--- src/rtl/fwd_pkg.sv ---
package fwd_pkg;

  typedef enum logic [1:0] {
    SRC_REGFILE = 2'b00,
    SRC_WBACK   = 2'b01,
    SRC_MEMSTG  = 2'b10
  } fwd_src_e;

  localparam int NUM_OPERANDS = 2;

  typedef struct packed {
    logic [NUM_OPERANDS-1:0] takeMem;
    logic [NUM_OPERANDS-1:0] takeWb;
  } fwd_strobe_t;

endpackage

--- src/rtl/fwd_match.sv ---
module fwd_match
  import fwd_pkg::*;
#(
  parameter int REG_ADDR_W = 5
) (
  input  logic [NUM_OPERANDS-1:0][REG_ADDR_W-1:0] srcRegs,
  input  logic [REG_ADDR_W-1:0]                   memDest,
  input  logic                                    memWriteEn,
  input  logic [REG_ADDR_W-1:0]                   wbDest,
  input  logic                                    wbWriteEn,
  output fwd_strobe_t                             strobes,
  output logic [NUM_OPERANDS-1:0][1:0]            selCodes
);

  localparam logic [REG_ADDR_W-1:0] ZERO_REG = '0;

  logic memLive;
  logic wbLive;

  // A stage can only feed an operand if it writes a real register.
  assign memLive = memWriteEn && (memDest != ZERO_REG);
  assign wbLive  = wbWriteEn  && (wbDest  != ZERO_REG);

  for (genvar g = 0; g < NUM_OPERANDS; g++) begin : g_opnd
    logic memHit;
    logic wbHit;

    assign memHit = memLive && (memDest == srcRegs[g]);
    // Older producer yields to the newer one on the same operand.
    assign wbHit  = wbLive && (wbDest == srcRegs[g]) && !memHit;

    assign strobes.takeMem[g] = memHit;
    assign strobes.takeWb[g]  = wbHit;

    always_comb begin
      if (memHit)     selCodes[g] = SRC_MEMSTG;
      else if (wbHit) selCodes[g] = SRC_WBACK;
      else            selCodes[g] = SRC_REGFILE;
    end
  end

endmodule

--- src/rtl/fwd_operand_mux.sv ---
module fwd_operand_mux
  import fwd_pkg::*;
#(
  parameter int DATA_W = 32
) (
  input  fwd_strobe_t                             strobes,
  input  logic [NUM_OPERANDS-1:0][DATA_W-1:0]     rfVals,
  input  logic [DATA_W-1:0]                       memValue,
  input  logic [DATA_W-1:0]                       wbValue,
  output logic [NUM_OPERANDS-1:0][DATA_W-1:0]     operands
);

  for (genvar g = 0; g < NUM_OPERANDS; g++) begin : g_mux
    always_comb begin
      if (strobes.takeMem[g])     operands[g] = memValue;
      else if (strobes.takeWb[g]) operands[g] = wbValue;
      else                        operands[g] = rfVals[g];
    end
  end

endmodule

--- src/rtl/operand_forward.sv ---
module operand_forward
  import fwd_pkg::*;
#(
  parameter int REG_ADDR_W = 5,
  parameter int DATA_W     = 32
) (
  input  logic [REG_ADDR_W-1:0] exSrcA,
  input  logic [REG_ADDR_W-1:0] exSrcB,
  input  logic [REG_ADDR_W-1:0] memDest,
  input  logic                  memWriteEn,
  input  logic [REG_ADDR_W-1:0] wbDest,
  input  logic                  wbWriteEn,
  input  logic [DATA_W-1:0]     rfValA,
  input  logic [DATA_W-1:0]     rfValB,
  input  logic [DATA_W-1:0]     memValue,
  input  logic [DATA_W-1:0]     wbValue,
  output logic [1:0]            selA,
  output logic [1:0]            selB,
  output logic [DATA_W-1:0]     operandA,
  output logic [DATA_W-1:0]     operandB
);

  localparam int OP_A = 0;
  localparam int OP_B = 1;

  logic [NUM_OPERANDS-1:0][REG_ADDR_W-1:0] srcRegs;
  logic [NUM_OPERANDS-1:0][DATA_W-1:0]     rfVals;
  logic [NUM_OPERANDS-1:0][DATA_W-1:0]     operands;
  logic [NUM_OPERANDS-1:0][1:0]            selCodes;
  fwd_strobe_t                             strobes;

  assign srcRegs[OP_A] = exSrcA;
  assign srcRegs[OP_B] = exSrcB;
  assign rfVals[OP_A]  = rfValA;
  assign rfVals[OP_B]  = rfValB;

  fwd_match #(
    .REG_ADDR_W(REG_ADDR_W)
  ) u_match (
    .srcRegs    (srcRegs),
    .memDest    (memDest),
    .memWriteEn (memWriteEn),
    .wbDest     (wbDest),
    .wbWriteEn  (wbWriteEn),
    .strobes    (strobes),
    .selCodes   (selCodes)
  );

  fwd_operand_mux #(
    .DATA_W(DATA_W)
  ) u_mux (
    .strobes  (strobes),
    .rfVals   (rfVals),
    .memValue (memValue),
    .wbValue  (wbValue),
    .operands (operands)
  );

  assign selA     = selCodes[OP_A];
  assign selB     = selCodes[OP_B];
  assign operandA = operands[OP_A];
  assign operandB = operands[OP_B];

endmodule

--- config.mk ---
export PLATFORM = sky130hd
export DESIGN_NAME = operand_forward
export DESIGN_NICKNAME = d
export VERILOG_FILES = /design/src/rtl/fwd_pkg.sv /design/src/rtl/fwd_match.sv /design/src/rtl/fwd_operand_mux.sv /design/src/rtl/operand_forward.sv
export SDC_FILE = /design/constraint.sdc
export NUM_CORES = 1
export LEC_CHECK = 0
export CORE_AREA = 2 2 84 86
export DETAILED_ROUTE_END_ITERATION = 10
export DIE_AREA = 0 0 86 88
export PLACE_DENSITY = 0.79
export RECOVER_POWER = 100
export SYNTH_ARGS = -nofsm -noshare
export SYNTH_HDL_FRONTEND = slang
export SYNTH_HIERARCHICAL = 1
export SYNTH_SLANG_ARGS = --single-unit
--- constraint.sdc ---
create_clock -name vclk -period 3
set_input_delay 0.3 -clock vclk [all_inputs]
set_output_delay 0.3 -clock vclk [all_outputs]
set_load 0.01 [all_outputs]
=== Word-level counts from Yosys, hierarchy flattened ===
Index checks and enable logic that the tools add are counted.

* Equality and inequality tests: 4
* Multiplexer cells: 8
* Reductions and logical operators: 12

{| class="wikitable"
|+ Operators by type and width
! kind !! number
|-
| 32-bit two-way mux || 4
|-
| 5-bit == test || 4
|-
| 5-bit nonzero test || 2
|-
| 1-bit logical AND || 8
|-
| 2-bit two-way mux || 2
|-
| 1-bit zero test || 2
|-
| 1-bit two-way mux || 2
|}

* Register bits: 0
* Input bits: 150
* Output and inout port bits: 68

=== Longest topological paths before layout ===
Gate-level depths: netlist of the first run.

* Depth after elaboration: 7
* Mapped depth: 9
* Mapped depth without buffers: 6

=== Cells and area by module ===
The synthesis of the first run kept the hierarchy.

{| class="wikitable"
|+ Modules (own cells, without submodules)
! module !! instances !! cells an instance !! area each (µm²) !! sequential area each (µm²)
|-
| fwd_operand_mux || 1 || 214 || 1,426.4 || 0.0
|-
| fwd_match || 1 || 42 || 330.3 || 0.0
|}

=== Least setup slack after synthesis of the first run ===
Ideal clock, no wire load.

* Path kind: input-to-output
* Start point: input port memDest[0]
* End point: output port operandB[19]
* Arrival: 2.050 ns
* Data required time: 2.700 ns
* Slack: 0.650 ns
* Stages on the path: 9
* Buffers on the path: 3
* Path through: or4_1 > o21ai_2 > nor4_1 > nor4_2 > buf_4 > buf_6 > buf_12 > mux2i_1 > o21ai_2

* Longest elaborated chain between the ends: 7

{| class="wikitable"
|+ Ends and longest elaborated chain
! element !! RTL line !! RTL
|-
| start: declaration || operand_forward.sv:9 || <nowiki>input logic [REG_ADDR_W-1:0] memDest,</nowiki>
|-
| 5-bit nonzero test || fwd_match.sv:21 || <nowiki>assign memLive = memWriteEn && (memDest != ZERO_REG);</nowiki>
|-
| 1-bit logical AND || fwd_match.sv:21 ||
|-
| 1-bit logical AND (*) || fwd_match.sv:28 || <nowiki>assign memHit = memLive && (memDest == srcRegs[g]);</nowiki>
|-
| via u_match.g_opnd[1].memHit || fwd_match.sv:25 || <nowiki>logic memHit;</nowiki>
|-
| 1-bit zero test (*) || fwd_match.sv:30 || <nowiki>assign wbHit = wbLive && (wbDest == srcRegs[g]) && !memHit;</nowiki>
|-
| 1-bit logical AND (*) || fwd_match.sv:30 ||
|-
| via u_match.g_opnd[1].wbHit || fwd_match.sv:26 || <nowiki>logic wbHit;</nowiki>
|-
| 32-bit two-way mux (*) || fwd_operand_mux.sv:16 || <nowiki>else if (strobes.takeWb[g]) operands[g] = wbValue;</nowiki>
|-
| 32-bit two-way mux (*) || fwd_operand_mux.sv:15 || <nowiki>if (strobes.takeMem[g]) operands[g] = memValue;</nowiki>
|-
| end: declaration || operand_forward.sv:20 || <nowiki>output logic [DATA_W-1:0] operandB</nowiki>
|}

Mark *: on every way through the listed nets, which the timed path passes. The rest lies on a longest branch.

=== Final worst setup path of the first run ===
* Start point: input port memDest[3]
* End point: output port operandA[22]

* Longest elaborated chain between the ends: 7

{| class="wikitable"
|+ Ends and longest elaborated chain
! element !! RTL line !! RTL
|-
| 5-bit nonzero test || fwd_match.sv:21 ||
|-
| 1-bit logical AND || fwd_match.sv:21 ||
|-
| 1-bit logical AND (*) || fwd_match.sv:28 ||
|-
| 1-bit zero test || fwd_match.sv:30 ||
|-
| 1-bit logical AND || fwd_match.sv:30 ||
|-
| 32-bit two-way mux || fwd_operand_mux.sv:16 ||
|-
| 32-bit two-way mux (*) || fwd_operand_mux.sv:15 ||
|-
| end: declaration || operand_forward.sv:19 || <nowiki>output logic [DATA_W-1:0] operandA,</nowiki>
|}

Mark *: on every way between the ends. The rest lies on a longest branch, timed or not.

==> results by group, run 1 <==
Pwr
  • Total power: ~0.5 mW
  • Switch Pwr: ~0.19 mW
  • Clock share of power: 0
  • Sw Share: 0.379
  • Power Internal: 0.310 mW
  • Logic pwr share: 1.000
  • Reg power frac: 0
  • Leakage: 1.47 nW
  • PD cells: 122 nW/µm²
  • Worst vdd ir: 0.0000722 V

Global route
  • Initial antenna violation count: 0
  • Total congestion overflow: 0
  • Global Route Usage Sum: 0.210
  • Number of global-route vias before repair: between 2000 and 3000
  • Global-route wire length before repair: 13.0 mm
  • Largest net degree at the start of global routing: 66

Die
  • Total I/O pin count: 218
  • Core Area: 6640 µm²
  • Initial core utilization: 0.264
  • Width of the die: 86 µm
  • DIE AREA: 7570 µm²
  • Row count: 30
  • DIE HEIGHT: 88 µm

CTS
  • Cts hold-fix bufs: 0

Timing
  • Finish-stage setup viols: 0
  • RSZ-0062 raised after global routing: true
  • Max-slew violations: 0
  • Slew @ Worst Pin: 464 ps
  • Period utilisation layout: 0.990
  • Fin. Hold Viols: 0
  • Final min period: 2970 ps
  • Rel. slew slack: 0.691
  • FMAX: around 340 MHz

Cells and area
  • Seq_cells: 0
  • Footprint of the multi-input gates: 1580 µm²
  • Fraction of layout cells with a size suffix above 1: 0.211
  • Final nets: about 640
  • Sequential cell area: 0 µm²
  • Fillers: 634
  • Final instance area: 4080 µm²
  • Clock buf count: 0
  • Area grow syn2layout: 132%
  • Non-Filler Instances: 567
  • N_diodes: 0

Synthesis
  • Mean Syn Cell Area: 6.86 µm²
  • Count leader, synth: nand2_1
  • Seq/Total Area, Yosys: 0
  • Mapped Cells: 256
  • Post-synth top area share: 0.365
  • Ranking of synthesized cells by area: mux2i_1 (36%), o21ai_1 (16%), nand2_1 (14%), xnor2_1 (8.0%), buf_12 (6.8%)
  • Top cells by count, synth: nand2_1 (66), mux2i_1 (64), o21ai_1 (57)
  • Mapped Area: roughly 1800 µm²
  • Synth warn: 6
  • Post-Syn Nets: around 410
  • Area leader, netlist: mux2i_1
  • Netlist cell types: 18

Worst setup path
  • CP Data Arrival Time: roughly 2700 ps
  • Crit path launch: memDest[3]
  • Critical Path End Type: output port
  • Crit Path Max Fanout: 6
  • CP required: 2700 ps
  • Type of origin of the critical path: primary input
  • Critical path type: in -> out

Detailed routing
  • DR WL/cell: roughly 16 µm
  • DRC violations left: 0
  • Via density: 4.83
  • DRT Pass-1 Iters: 4
  • Via count: 2739
  • Routed Wire Length: 9.00 mm
  • Antenna-violating nets left: 0
  • Starting DRT DRC Count: 86

Placed design
  • IO Port Bufs: 218
  • DP HPWL: 6.69 mm
  • Dpl cell area: 4020 µm²
  • Cell total after placement: 549
  • Gpl congestion: 0.837

Run status
  • Status: finished clean

Job
  • Max_cap viols: 0

Hold path
  • Hold_sp: memValue[14]
  • Class of the worst hold path: in -> out
[critical path: stages]
cell             delay, ps
dlygate4sd2_1          240
or4_4                  540
o21ai_4                210
nor4_4                  80
nor4_2                 370
buf_6                  150
buf_6                  110
buf_6                  150
mux2i_1                190
o21ai_1                 70
clkdlybuf4s15_1        250
[final cells by class]
type	instances	share of cell area
Tap cell	80	0.0245
Timing Repair Buffer	261	0.587
Multi-Input combinational cell	226	0.388
[per-layer routing]
layer  track usage  part of all wire
met1         0.227              0.37
met2         0.446              0.55
met4       0.00577            0.0021
met3        0.0302             0.078
met5             0                 0
[metrics by stage]
step	setup TNS (ps)	setup WS, ps	util	hold WS [ps]
CTS	0	2.73	0.629	1270
floorplan	0	650	-	710
finish	0	29.1	0.614	1250
detailed placement	-17150	-333	0.605	1600
global route	-1170	-90.6	0.614	1280
global placement	-13810	-271	0.605	1600
[layout by cell type, fill, tap and decap left out]
| cell type | instances |
|---|---|
| o21ai_4 | 1 |
| xnor2_1 | 16 |
| nand4_1 | 2 |
| nand2_1 | 66 |
| nor4_2 | 1 |
| or4_1 | 1 |
| xor2_1 | 4 |
| buf_12 | 3 |
| buf_16 | 1 |
| clkbuf_4 | 1 |
| clkdlybuf4s15_1 | 7 |
| clkbuf_16 | 1 |
| or4_4 | 1 |
| clkbuf_1 | 1 |
| o21ai_2 | 3 |
| mux2i_1 | 55 |
| mux2i_2 | 7 |
| nor4_4 | 3 |
| nand3_1 | 2 |
| o21ai_0 | 3 |
| clkbuf_2 | 35 |
| mux2i_4 | 2 |
| dlygate4sd2_1 | 17 |
| buf_6 | 8 |
| nor2_1 | 1 |
| buf_8 | 3 |
| clkdlybuf4s50_1 | 151 |
| buf_4 | 26 |
| buf_2 | 7 |
| o21ai_1 | 58 |
[timing repair]
action	CTS	global route
buffers inserted	13	3
setup endpoints to repair	68	60
cloned	3	1
pin swaps	4	6
gates resized for setup	105	99
[power groups by stage]
stage	Sequential [mW]	Combinational [mW]	Clock [mW]
floorplan	0	0.157	0
global placement	0	0.518	0
detailed placement	0	0.526	0
CTS	0	0.500	0
global route	0	0.533	0
finish	0	0.499	0
[cells by family after synthesis]
kind of cell | count (synthesis) | share of synthesized area
XOR/XNOR | 20 | 0.0997
AND/OR/NAND/NOR | 77 | 0.186
multiplexers | 64 | 0.365
AO/OA/AOI/OAI | 65 | 0.194
buffers and inverters | 30 | 0.156
[final timing paths]
kind                       end  slack [ps]  cells past startpoint
hold / removal    operandB[14]        1250                      4
setup / recovery  operandA[22]          30                     11
No activity file was read; power rests on OpenSTA's default activity.
==> inputs of run 2 (changes only) <==
- GPL_TIMING_DRIVEN: not set -> 0
==> run 2 against run 1 <==
Net effect: fmax is essentially flat; cell count up 1.4%; sequential share of layout area did not move; utilization rose by 1.5 points; count of clock-buffer cells in the layout unchanged.
==> results by group, run 2 (same netlist as run 1, synthesis figures left out) <==
Job
  • Max_cap viols: 0

Detailed routing
  • Met3 WL: 717 µm
  • Met2 wire length: 5.02 mm
  • Antenna-violating nets left: 0
  • M1 WL: 3.53 mm
  • DR WL/cell: 16.4 µm
  • Via count: 2755
  • Starting DRT DRC Count: 41
  • DRT Pass-1 Iters: 4
  • DR top layer: met4
  • DRC violations left: 0
  • Routed Wire Length: 9.41 mm
  • Via density: 4.79

Die
  • Row count: 30
  • Core Area: 6640 µm²
  • Total I/O pin count: approximately 220
  • Width of the die: approximately 86 µm
  • DIE AREA: 7570 µm²
  • DIE HEIGHT: 88 µm
  • Initial core utilization: 0.264

Cells and area
  • Final instance area: 4180 µm²
  • Clock buf count: 0
  • Sequential cell area: 0 µm²
  • Final nets: 647
  • Fillers: 640
  • Footprint of the multi-input gates: around 1500 µm²
  • Most common cell after layout, fill and taps aside: clkdlybuf4s50_1
  • Seq_cells: 0
  • Fraction of layout cells with a size suffix above 1: 0.186
  • N_diodes: 0
  • Most frequent cells in the layout: clkdlybuf4s50_1 (140), nand2_1 (66), mux2i_1 (58)
  • Area grow syn2layout: 138%

Worst setup path
  • Crit Path Max Fanout: 6
  • Critical Path End Type: output port
  • Critical path type: in -> out
  • CP required: between 2000 and 3000 ps
  • CP Data Arrival Time: ~2700 ps
  • Type of origin of the critical path: primary input

Placed design
  • DP HPWL: 7.30 mm
  • IO Port Bufs: about 220
  • Dpl cell area: 4040 µm²
  • Gpl congestion: approximately 0.84

Timing
  • Slew @ Worst Pin: about 360 ps
  • Final min period: 2970 ps
  • Finish-stage setup viols: 0
  • Fin. Hold Viols: 0
  • FMAX: approximately 340 MHz
  • Rel. slew slack: 0.757
  • Max-slew violations: 0
  • Period utilisation layout: 0.991

Global route
  • Initial antenna violation count: 0
  • Largest net degree at the start of global routing: 11
  • Number of global-route vias before repair: 2744
  • Global-route wire length before repair: ~13 mm
  • Global Route Usage Sum: 0.216
  • Total congestion overflow: 0

Pwr
  • Leakage: roughly 1.6 nW
  • Worst vdd ir: 0.0000647 V
  • PD cells: 117 nW/µm²
  • Total power: 0.488 mW

Run status
  • Status: finished clean

Hold path
  • Class of the worst hold path: in -> out
[run 2: changes by cell type in the layout (fill, tap and decap cells not counted), sizes merged]
cell	before	now
dlygate4sd2	17	42
clkdlybuf4s50	151	140
clkbuf	38	22
buf	48	52
dlygate4sd3	0	1
dlymetal6s2s	0	5
[run 2: area by class of cell]
| type | instances | share of cell area |
|---|---|---|
| multi-input cells | 226 | 0.367 |
| repair buffers | 241 | 0.549 |
| well taps | 80 | 0.0240 |
| plain buffers | 28 | 0.0605 |
[run 2: path summary, 6_finish.rpt]
path	from	endpoint	slack, ps	cells past startpoint
worst max-delay path	memDest[3]	operandB[12]	30	12
worst min-delay path	memValue[23]	operandB[23]	1250	4
[run 2: repair_timing]
| action | 4_1_cts | 5_1_grt |
|---|---|---|
| gates resized for setup | 103 | 47 |
| endpoints found under the setup margin | 64 | 65 |
| buffers inserted | 13 | 6 |
| pin swaps | 4 | 6 |
| cloned | 1 | 3 |
| hold buffers | 0 | 0 |
[run 2: metal layers]
| metal | up-vias | global-route usage |
|---|---|---|
| met1 | 1247 | 0.243 |
| li1 | 1373 | - |
| met2 | 123 | 0.422 |
| met5 | - | 0 |
| met3 | 12 | 0.0396 |
| met4 | 0 | 0.0447 |
[run 2: power breakdown]
group          internal, mW  switching (mW)  leakage [nW]
Clock                     0               0             0
Combinational         0.306           0.182          1.61
Sequential                0               0             0
[run 2: metrics by stage]
stage               utilization  TNS [ps]  setup WS (ps)  hold WS [ps]  std cells
finish                    0.629         0           26.5          1250        575
global route              0.629      -511          -65.3          1280        575
CTS                       0.622      -114          -40.3          1350        567
detailed placement        0.608    -26780           -465          1590        554
global placement          0.608    -25210           -469          1600        554
floorplan                     -         0            650           710        256
[run 2: critical path, stage by stage]
cell and delay, ps:
clkdlybuf4s15_1 240, or4_4 440, o21ai_2 180, buf_4 150
nor4_4 40, nor4_2 330, buf_4 250, buf_6 130
buf_16 110, mux2i_1 200, o21ai_1 70, clkdlybuf4s15_2 230
